===== config.mk =====
export PLATFORM = sky130hd
export DESIGN_NAME = rcnt_channel
export DESIGN_NICKNAME = d
export VERILOG_FILES = /design/src/rtl/rcnt_pkg.sv /design/src/rtl/rcnt_tick_gen.sv /design/src/rtl/rcnt_counter.sv /design/src/rtl/rcnt_ctrl.sv /design/src/rtl/rcnt_channel.sv
export SDC_FILE = /design/constraint.sdc
export NUM_CORES = 1
export LEC_CHECK = 0
export ABC_AREA = 0
export BUFFER_PORTS_ARGS = -buffer_cell sky130_fd_sc_hd__clkbuf_2
export CORE_AREA = 2 2 114 61
export DETAILED_ROUTE_END_ITERATION = 8
export DIE_AREA = 0 0 116 63
export GPL_ROUTABILITY_DRIVEN = 0
export PLACE_DENSITY = 0.81
export REMOVE_ABC_BUFFERS = 1
export SLEW_MARGIN = 20
export SYNTH_ARGS = -nofsm -noshare
export SYNTH_HDL_FRONTEND = slang
export SYNTH_HIERARCHICAL = 1
export SYNTH_SLANG_ARGS = --single-unit

===== constraint.sdc =====
create_clock -name clk -period 3.65 [get_ports clk]
set_input_delay 0.9125 -clock clk [delete_from_list [all_inputs] [get_ports clk]]
set_output_delay 0.9125 -clock clk [all_outputs]
set_load 0.03 [all_outputs]

===== src/rtl/rcnt_pkg.sv =====
package rcnt_pkg;
  localparam int REG_W = 16;

  typedef enum logic [1:0] {
    SEL_COUNT  = 2'd0,
    SEL_MODE   = 2'd1,
    SEL_TARGET = 2'd2,
    SEL_NONE   = 2'd3
  } reg_sel_e;

  localparam int B_STOP     = 0;
  localparam int B_RST_TGT  = 3;
  localparam int B_IRQ_TGT  = 4;
  localparam int B_IRQ_WRAP = 5;
  localparam int B_REPEAT   = 6;
  localparam int B_ALT_CLK  = 8;
  localparam int B_SLOW     = 9;
  localparam int B_EVENT    = 10;
  localparam int B_HIT_TGT  = 11;
  localparam int B_HIT_WRAP = 12;

  localparam logic [REG_W-1:0] MODE_WR_MASK = 16'h03FF;
endpackage


===== src/rtl/rcnt_tick_gen.sv =====
module rcnt_tick_gen #(
  parameter int KIND = 2,
  parameter int DIV  = 8
) (
  input  logic clk,
  input  logic rst,
  input  logic restart,
  input  logic stop_b,
  input  logic alt_b,
  input  logic slow_b,
  input  logic dot_tick,
  input  logic line_tick,
  output logic tick
);
  localparam int DW = (DIV > 1) ? $clog2(DIV) : 1;
  localparam logic [DW-1:0] DLAST = DW'(DIV - 1);

  generate
    if (KIND == 0) begin : g_dot
      logic unused_k0;
      assign unused_k0 = ^{clk, rst, restart, stop_b, slow_b, line_tick};
      assign tick = alt_b ? dot_tick : 1'b1;
    end else if (KIND == 1) begin : g_line
      logic unused_k1;
      assign unused_k1 = ^{clk, rst, restart, stop_b, slow_b, dot_tick};
      assign tick = alt_b ? line_tick : 1'b1;
    end else begin : g_pre
      logic [DW-1:0] div_q;
      logic unused_k2;
      assign unused_k2 = ^{alt_b, dot_tick, line_tick};
      always_ff @(posedge clk) begin
        if (rst || restart)      div_q <= '0;
        else if (div_q == DLAST) div_q <= '0;
        else                     div_q <= div_q + 1'b1;
      end
      assign tick = !stop_b && (!slow_b || (div_q == DLAST));
    end
  endgenerate
endmodule


===== src/rtl/rcnt_counter.sv =====
module rcnt_counter #(
  parameter int W = 16
) (
  input  logic         clk,
  input  logic         rst,
  input  logic         tick,
  input  logic         clr,
  input  logic         ld,
  input  logic [W-1:0] ld_val,
  input  logic [W-1:0] tgt,
  input  logic         rot,
  output logic [W-1:0] cnt_q,
  output logic         tgt_ev,
  output logic         wrap_ev
);
  localparam logic [W-1:0] TOP = '1;

  logic adv, hit;
  assign adv     = tick && !clr && !ld;
  assign hit     = (cnt_q == tgt);
  assign tgt_ev  = adv && hit;
  assign wrap_ev = adv && (cnt_q == TOP) && !(rot && hit);

  always_ff @(posedge clk) begin
    if (rst || clr)       cnt_q <= '0;
    else if (ld)          cnt_q <= ld_val;
    else if (adv) begin
      if (rot && hit)     cnt_q <= '0;
      else                cnt_q <= cnt_q + 1'b1;
    end
  end

  // target return
  a_r3_target_return: assert property (@(posedge clk) disable iff (rst)
    (tick && !clr && !ld && rot && cnt_q == tgt) |=> (cnt_q == '0));
  // plain step
  a_r2_step: assert property (@(posedge clk) disable iff (rst)
    (tick && !clr && !ld && !(rot && cnt_q == tgt)) |=> (cnt_q == $past(cnt_q) + 1'b1));
  // mode write clears count
  a_r9_clear: assert property (@(posedge clk) disable iff (rst)
    clr |=> (cnt_q == '0));
endmodule


===== src/rtl/rcnt_ctrl.sv =====
module rcnt_ctrl
  import rcnt_pkg::*;
(
  input  logic             clk,
  input  logic             rst,
  input  logic             mode_wr,
  input  logic [REG_W-1:0] wdata,
  input  logic             mode_rd,
  input  logic             tgt_ev,
  input  logic             wrap_ev,
  output logic [REG_W-1:0] mode_q,
  output logic             irq_pulse
);
  logic fired_q, fire, fire_ok;

  assign fire    = (tgt_ev && mode_q[B_IRQ_TGT]) || (wrap_ev && mode_q[B_IRQ_WRAP]);
  assign fire_ok = fire && (mode_q[B_REPEAT] || !fired_q);

  always_ff @(posedge clk) begin
    if (rst) begin
      mode_q    <= '0;
      fired_q   <= 1'b0;
      irq_pulse <= 1'b0;
    end else if (mode_wr) begin
      mode_q    <= wdata & MODE_WR_MASK;
      fired_q   <= 1'b0;
      irq_pulse <= 1'b0;
    end else begin
      if (mode_rd) begin
        mode_q[B_HIT_TGT]  <= 1'b0;
        mode_q[B_HIT_WRAP] <= 1'b0;
      end
      if (tgt_ev) begin
        mode_q[B_EVENT]   <= 1'b1;
        mode_q[B_HIT_TGT] <= 1'b1;
      end
      if (wrap_ev) begin
        mode_q[B_EVENT]    <= 1'b1;
        mode_q[B_HIT_WRAP] <= 1'b1;
      end
      irq_pulse <= fire_ok;
      if (fire_ok) fired_q <= 1'b1;
    end
  end

  // a one-shot channel that already fired stays quiet
  a_r7_one_shot: assert property (@(posedge clk) disable iff (rst)
    (fired_q && !mode_q[B_REPEAT] && !mode_wr) |=> !irq_pulse);
  // upper bits read zero
  a_r9_high_zero: assert property (@(posedge clk) disable iff (rst)
    mode_q[15:13] == 3'b000);
  // read clears target flag when no new match
  a_r8_read_clear: assert property (@(posedge clk) disable iff (rst)
    (mode_rd && !mode_wr && !tgt_ev) |=> !mode_q[B_HIT_TGT]);
  // no pulse without an enabled event
  a_r6_cause: assert property (@(posedge clk) disable iff (rst)
    (!tgt_ev && !wrap_ev) |=> !irq_pulse);
endmodule


===== src/rtl/rcnt_channel.sv =====
module rcnt_channel
  import rcnt_pkg::*;
#(
  parameter int KIND = 2,
  parameter int DIV  = 8
) (
  input  logic             clk,
  input  logic             rst,
  input  logic             bus_wr,
  input  logic             bus_rd,
  input  logic [1:0]       bus_addr,
  input  logic [REG_W-1:0] bus_wdata,
  output logic [REG_W-1:0] bus_rdata,
  input  logic             dot_tick,
  input  logic             line_tick,
  output logic             irq_pulse
);
  logic wr_count, wr_mode, wr_target, rd_mode, tick, tgt_ev, wrap_ev;
  logic [REG_W-1:0] cnt, mode_q, target_q;

  assign wr_count  = bus_wr && (bus_addr == SEL_COUNT);
  assign wr_mode   = bus_wr && (bus_addr == SEL_MODE);
  assign wr_target = bus_wr && (bus_addr == SEL_TARGET);
  assign rd_mode   = bus_rd && (bus_addr == SEL_MODE);

  rcnt_tick_gen #(.KIND(KIND), .DIV(DIV)) u_tick (
    .clk(clk), .rst(rst), .restart(wr_mode),
    .stop_b(mode_q[B_STOP]), .alt_b(mode_q[B_ALT_CLK]), .slow_b(mode_q[B_SLOW]),
    .dot_tick(dot_tick), .line_tick(line_tick), .tick(tick)
  );

  rcnt_counter #(.W(REG_W)) u_cnt (
    .clk(clk), .rst(rst), .tick(tick), .clr(wr_mode), .ld(wr_count),
    .ld_val(bus_wdata), .tgt(target_q), .rot(mode_q[B_RST_TGT]),
    .cnt_q(cnt), .tgt_ev(tgt_ev), .wrap_ev(wrap_ev)
  );

  rcnt_ctrl u_ctrl (
    .clk(clk), .rst(rst), .mode_wr(wr_mode), .wdata(bus_wdata), .mode_rd(rd_mode),
    .tgt_ev(tgt_ev), .wrap_ev(wrap_ev), .mode_q(mode_q), .irq_pulse(irq_pulse)
  );

  always_ff @(posedge clk) begin
    if (rst)            target_q <= '0;
    else if (wr_target) target_q <= bus_wdata;
  end

  always_ff @(posedge clk) begin
    if (rst) bus_rdata <= '0;
    else if (bus_rd) begin
      case (bus_addr)
        SEL_COUNT:  bus_rdata <= cnt;
        SEL_MODE:   bus_rdata <= mode_q;
        SEL_TARGET: bus_rdata <= target_q;
        default:    bus_rdata <= '0;
      endcase
    end
  end

  // target write leaves count alone when no tick
  a_r10_target_keep: assert property (@(posedge clk) disable iff (rst)
    (wr_target && !tick) |=> $stable(cnt));

  generate
    if (KIND == 2) begin : g_stop_chk
      // stopped channel holds its count
      a_r5_halt: assert property (@(posedge clk) disable iff (rst)
        (mode_q[B_STOP] && !wr_count && !wr_mode) |=> $stable(cnt));
    end
  endgenerate
endmodule


**Yosys cells after proc, flatten, opt, wreduce, memory -nomap -nowiden**

Index checks and enable logic that the tools add are counted.

- Register bits: 66
- Input bits: 24
- Output and inout bits: 17
- Word-level logic and storage cells: 56

- Add/subtract/negate cells: 2
- Equal/unequal tests: 5
- Multiplexer cells: 8
- Reductions and logical operators: 31

Operators with widths:

| cell | count |
|---|---|
| 2-to-1 mux 16 bit | 3 |
| one-hot mux 16 bit (3 select lines) | 1 |
| adder 16 x 1 -> 16 bit, second input constant | 1 |
| equality test 16 bit | 1 |
| equality test 16 bit, second input constant | 1 |
| logical AND 1 bit | 14 |
| nonzero test 2 bit | 4 |
| logical NOT 1 bit | 6 |
| logical OR 1 bit | 4 |
| 2-to-1 mux 2 bit | 2 |
| OR reduction 2 bit | 2 |
| adder 3 x 1 -> 3 bit, second input constant | 1 |
| equality test 3 bit, second input constant | 1 |
| equality test 2 x 1 -> 1 bit, second input constant | 1 |
| equality test 2 bit, second input constant | 1 |
| logical NOT 2 bit | 1 |
| 2-to-1 mux 1 bit | 2 |

**Logic depth before layout (Yosys ltp)**

- Depth in word-level cells: 10
- Gate-level depth with buffers: 11
- Gate-level depth less buffers: 10

**By module**

The synthesis kept the hierarchy.

By module, submodules not included:

| module | times used | cells each | area each (um^2) | seq. area each (um^2) |
|---|---|---|---|---|
| rcnt_channel | 1 | 184 | 1632.8 | 640.6 |
| rcnt_counter | 1 | 153 | 1214.9 | 320.3 |
| rcnt_ctrl | 1 | 55 | 560.5 | 300.3 |
| rcnt_tick_gen | 1 | 11 | 122.6 | 60.1 |

**Least setup slack after synthesis**

OpenSTA, ideal clock, no wires.

- Kind: input port to flip-flop
- From: input bus_addr[1]
- To: register u_ctrl.irq_pulse
- Setup time: 0.073 ns
- Data arrival time: 2.914 ns
- Required time: 3.577 ns
- Slack: 0.663 ns
- Stages on the path: 11
- Buffers on the path: 4
- Path through: buf_6 > buf_2 > buf_6 > and3b_1 > nand2b_1 > buf_2 > nor2_1 > nand2_1 > nor4_1 > a22oi_1 > nor3_2

- Longest elaborated chain between the ends: 10
- Elaborated cells between the ends (all ways): 16
- Those cells by class: eq/ne (1); reduce/logical (15)

Ends and longest elaborated chain:

| element | RTL line | RTL |
|---|---|---|
| start, declared | rcnt_channel.sv:11 | `input logic [1:0] bus_addr,` |
| equality test 2 x 1 -> 1 bit | rcnt_channel.sv:22 | `assign wr_mode = bus_wr && (bus_addr == SEL_MODE);` |
| logical AND 1 bit | rcnt_channel.sv:22 |  |
| net wr_mode | rcnt_channel.sv:18 | `logic wr_count, wr_mode, wr_target, rd_mode, tick, tgt_ev, wrap_ev;` |
| logical NOT 1 bit | rcnt_counter.sv:19 | `assign adv = tick && !clr && !ld;` |
| logical AND 1 bit (2 in series) | rcnt_counter.sv:19 |  |
| logical AND 1 bit (2 in series) | rcnt_counter.sv:22 | `assign wrap_ev = adv && (cnt_q == TOP) && !(rot && hit);` |
| net wrap_ev | rcnt_channel.sv:18 |  |
| logical AND 1 bit | rcnt_ctrl.sv:16 | `assign fire = (tgt_ev && mode_q[B_IRQ_TGT]) \|\| (wrap_ev && mode_q[B_IRQ_WRAP]);` |
| logical OR 1 bit | rcnt_ctrl.sv:16 |  |
| logical AND 1 bit | rcnt_ctrl.sv:17 | `assign fire_ok = fire && (mode_q[B_REPEAT] \|\| !fired_q);` |
| end signal, assigned | rcnt_ctrl.sv:41 | `irq_pulse <= fire_ok;` |
| end, declared | rcnt_ctrl.sv:12 | `output logic irq_pulse` |

The timed path passes the listed nets, and every way through them passes these cells.
A chain may end at the register's enable or synchronous reset.

**Worst setup path after layout**

- From: register u_cnt.cnt_q[0]
- To: register u_ctrl.fired_q

- Longest elaborated chain between the ends: 7
- Elaborated cells between the ends (all ways): 11
- Those cells by class: eq/ne (2); reduce/logical (9)

Ends and longest elaborated chain:

| element | RTL line | RTL |
|---|---|---|
| start, declared | rcnt_counter.sv:12 | `output logic [W-1:0] cnt_q,` |
| start signal, assigned | rcnt_counter.sv:26 | `else if (ld) cnt_q <= ld_val;` |
| start signal, assigned | rcnt_counter.sv:29 | `else cnt_q <= cnt_q + 1'b1;` |
| equality test 16 bit | rcnt_counter.sv:20 | `assign hit = (cnt_q == tgt);` |
| logical AND 1 bit | rcnt_counter.sv:22 |  |
| logical NOT 1 bit | rcnt_counter.sv:22 |  |
| logical AND 1 bit (*) | rcnt_counter.sv:22 |  |
| net wrap_ev | rcnt_channel.sv:18 |  |
| logical AND 1 bit (*) | rcnt_ctrl.sv:16 |  |
| logical OR 1 bit (*) | rcnt_ctrl.sv:16 |  |
| logical AND 1 bit (*) | rcnt_ctrl.sv:17 |  |
| end signal, assigned | rcnt_ctrl.sv:22 | `fired_q <= 1'b0;` |
| end signal, assigned | rcnt_ctrl.sv:26 | `fired_q <= 1'b0;` |
| end signal, assigned | rcnt_ctrl.sv:42 | `if (fire_ok) fired_q <= 1'b1;` |
| end, declared | rcnt_ctrl.sv:14 | `logic fired_q, fire, fire_ok;` |

Mark *: on every way through the listed nets, which the timed path passes. The rest lies on a longest branch.

==> impl_summary.md <==
Timing
The worst path in the final design needs a cycle of 2.72 ns, including I/O delays and setup. The tightest hold path in the finished design has a slack of 0.444 ns. The hold violation total from the final report is 0.

The worst slew margin relative to its limit is 46.1%. The fmax is 0.368 GHz. The final critical path takes up 74.5% of the cycle.

The worst setup skew after layout is 0.00524 ns. Setup slack closes at 0.930 ns. The number of slew-limit violations in the final report is 0. Setup repair after global routing left no endpoint under its margin. Setup violations remaining at the end of the flow were counted as 0. The setup total negative slack is 0 ns. The slew of the pin with the lowest slew margin is 0.809 ns.

Power
The analysis attributes to cell leakage a power of 1.56 nW. Power spread over the standard cell area amounts to 460 mW/mm^2. The final total power is 0.00183 W.

The largest voltage drop on the vdd net is 0.251 mV.

Clocking
The tree is rooted in a sky130_fd_sc_hd__clkbuf_16. The H-tree was split into 3 levels. The CTS sink count is 66. The total of hold buffers inserted after clock tree synthesis is 0. After clock tree synthesis, the repair step resized 0 gates. No sink is reached through more buffers than the 2 on the longest clock path. The CTS tree is done. Clock tree synthesis inserted a total of 9 buffers.

The clock-pin slew on the worst setup and hold paths is 0.05 ns. The number of setup buffers added after CTS is 0. The insertion delay to the later sink of the worst-skew pair is 0.33 ns.

Setup path
At the worst endpoint, the required time is 3.86 ns. STA classifies the critical path endpoint as a flip-flop. The signal on the critical path passes through xor2_1, nor4_1, nand4_2, nor2_1, nor4_1, a22oi_1, a21oi_1. The worst setup path is of the flip-flop to flip-flop kind. The cell that appears most often on the critical path is sky130_fd_sc_hd__nor4_1.

The delay contributed by the slowest stage of the critical path is 0.54 ns. The largest individual stage delay along the critical path comes from the cell sky130_fd_sc_hd__nor2_1. The largest driver fanout on the critical path is 8.

The number of buffers and inverters on the critical path is 0. For the worst setup path, the data arrival time is 2.93 ns. The kind of cell with the highest combined delay on the critical path is simple AND/OR/NAND/NOR gates. STA classifies the critical path startpoint as a flip-flop.

Flow run
Across the run, the number of max-cap violations was 0.

Placed design
At the placement stage, the worst setup path has a slack of 0.889 ns. Including well taps, the total number of placed cells is 512. Input and output buffers added on the ports amount to 38. The total half-perimeter wirelength after legalization and detailed placement is 6190 um.

Synthesis
In the synthesized netlist, the number of instances is 403. The number of register bits inferred by synthesis is 66. The share of the Yosys chip area taken by registers is 37.4%. The number of enable flip-flop cells after synthesis is 0. The commonest register cell after synthesis is sky130_fd_sc_hd__dfxtp_1. For this run, the number of Yosys warnings is 6. The mapped netlist covers 0.00353 mm^2. The mean post-synth cell area is 8.76 um^2. The unique cell type count in the Yosys netlist is 50. For this run, asynchronously set or reset flops after synthesis account for 0%.

Cells and area
The total number of nets in the final design is 458. From synthesis to final layout, the design area changed by 12.4%. In the final layout, the share of cells above drive strength 1 is 22.0%. The most common library cell in the layout ignoring fill and taps is sky130_fd_sc_hd__dfxtp_1.

Leaving out filler cells and counting taps, the final layout contains 528. The number of inserted diodes is 0. The library cells used most frequently in the layout, excluding fill and tap cells, are 66 x sky130_fd_sc_hd__dfxtp_1, 41 x sky130_fd_sc_hd__nand2_1, 38 x sky130_fd_sc_hd__clkbuf_2.

Detailed routing
The first TritonRoute pass finished after 5 iterations. The post-route antenna net violation count is 0. The aggregate routed wire length is 9150 um. Across all layers, the routed design uses 3092 vias. The number of DRC violations after detailed routing is 0. The average wire per cell in the routed design is 17.3 um.

The number of DRC violations after detailed-routing iteration 0 is 292. The per-cell via count in the routed design is 5.86.

Floorplan
The chip height is 63 um. Pin placement for this block handled 41 I/O pins. The die area is 0.00731 mm^2. The die is 116 um wide. The row count is 21.

The starting density of the core is 55.5%. The standard cell core area is 0.00636 mm^2.

Min path
The worst hold path belongs to the class flip-flop to flip-flop.

Global routing
The leftover overflow at the end of global routing is 0. For met1 alone, demand over resource in global routing was 41.5%. The global-route wire length before repair is 14400 um.

Global routing used 26.3% of the available tracks. met1 is the most crowded layer. The met3 capacity usage during global routing is 9.70%.

The via count of the first global-routing pass was 2688. Entering global routing, the biggest net connects 52 pins. The met2 demand-to-capacity share in global routing is 32.1%.

The number of antenna violations at the first check in global routing was 0.

Outcome
The flow ran to the end, and the final reports show no timing, DRC or antenna violations.
## area by class of cell
| class | count | area [um^2] |
|---|---|---|
| fillers | 591 | 2390 |
| multi-input cells | 301 | 1990 |
| flip-flops and latches | 66 | 1320 |
| repair buffers | 45 | 243 |
| clock buffers | 10 | 239 |
| well taps | 92 | 115 |
| clock inverters | 6 | 32.5 |
| inverters | 8 | 30.0 |
## cells in the mapped netlist, types with 8 or more instances
library cell,n,area (um^2)
sky130_fd_sc_hd__nand3_1,9,45.0
sky130_fd_sc_hd__xnor2_1,8,70.1
sky130_fd_sc_hd__dfxtp_1,66,1320
sky130_fd_sc_hd__nand2_1,41,154
sky130_fd_sc_hd__clkbuf_1,10,37.5
sky130_fd_sc_hd__o22ai_1,22,138
sky130_fd_sc_hd__a211oi_1,10,75.1
sky130_fd_sc_hd__nor2_1,19,71.3
sky130_fd_sc_hd__a211oi_2,10,125
sky130_fd_sc_hd__a21oi_1,30,150
sky130_fd_sc_hd__nor3_2,12,120
sky130_fd_sc_hd__nor3_1,13,65.1
sky130_fd_sc_hd__inv_1,8,30.0
sky130_fd_sc_hd__nor2b_1,33,206
sky130_fd_sc_hd__xor2_1,18,158
sky130_fd_sc_hd__mux2i_1,13,130
## power breakdown
| part | switching [W] | leakage, nW | internal (W) |
|---|---|---|---|
| clock network | 0.000311 | 0.138 | 0.000471 |
| logic | 0.000163 | 0.880 | 0.0000904 |
| registers | 0.0000329 | 0.539 | 0.000757 |
## layer usage
layer	part of all wire, %	vias up
met5	0	-
met4	1.5	0
met3	9.7	16
met2	38	148
met1	51	1439
li1	-	1489
## metrics by stage
| step | utilization [%] | instance area [um^2] |
|---|---|---|
| finish | 62.4 | 3970 |
| floorplan | - | 3330 |
| CTS | 62.4 | 3970 |
| global route | 62.4 | 3970 |
| global placement | 58.1 | 3700 |
| detailed placement | 58.1 | 3700 |
## worst register-to-register path, stage by stage, from the launching register on
cell	delay, ns
sky130_fd_sc_hd__dfxtp_1	0.46
sky130_fd_sc_hd__xor2_1	0.14
sky130_fd_sc_hd__nor4_1	0.52
sky130_fd_sc_hd__nand4_2	0.32
sky130_fd_sc_hd__nor2_1	0.54
sky130_fd_sc_hd__nor4_1	0.23
sky130_fd_sc_hd__a22oi_1	0.28
sky130_fd_sc_hd__a21oi_1	0.10
## cell families (layout without fill, tap and decap cells)
kind of cell,after synthesis,after routing,share of synthesized area (%)
AOI/OAI and AO/OA,91,91,18.1
xor gates and xnor gates,26,26,6.45
adders and majority gates,3,3,1.06
buffers and inverters,38,69,6.63
DFF,66,66,37.4
muxes,13,13,3.69
other,1,3,0.106
and+or+nand+nor,165,165,26.6
## final timing paths
check	startpoint	endpoint	slack, ns	cells after the start
hold / removal	u_ctrl/fired_q	u_ctrl/fired_q	0.44	2
setup / recovery	u_cnt/cnt_q[0]	u_ctrl/fired_q	0.93	7
hold reg to reg	u_ctrl/fired_q	u_ctrl/fired_q	0.44	2
setup reg to reg	u_cnt/cnt_q[0]	u_ctrl/fired_q	0.93	7
## sequential cells by signal, summed over array words and instances, names as in the netlist
name,count
u_tick/g_pre.div_q,3
bus_rdata,16
u_cnt/cnt_q,16
target_q,16
u_ctrl/mode_q,13
u_ctrl/fired_q,1
u_ctrl/irq_pulse,1
Power figures use the tool's default switching activity.
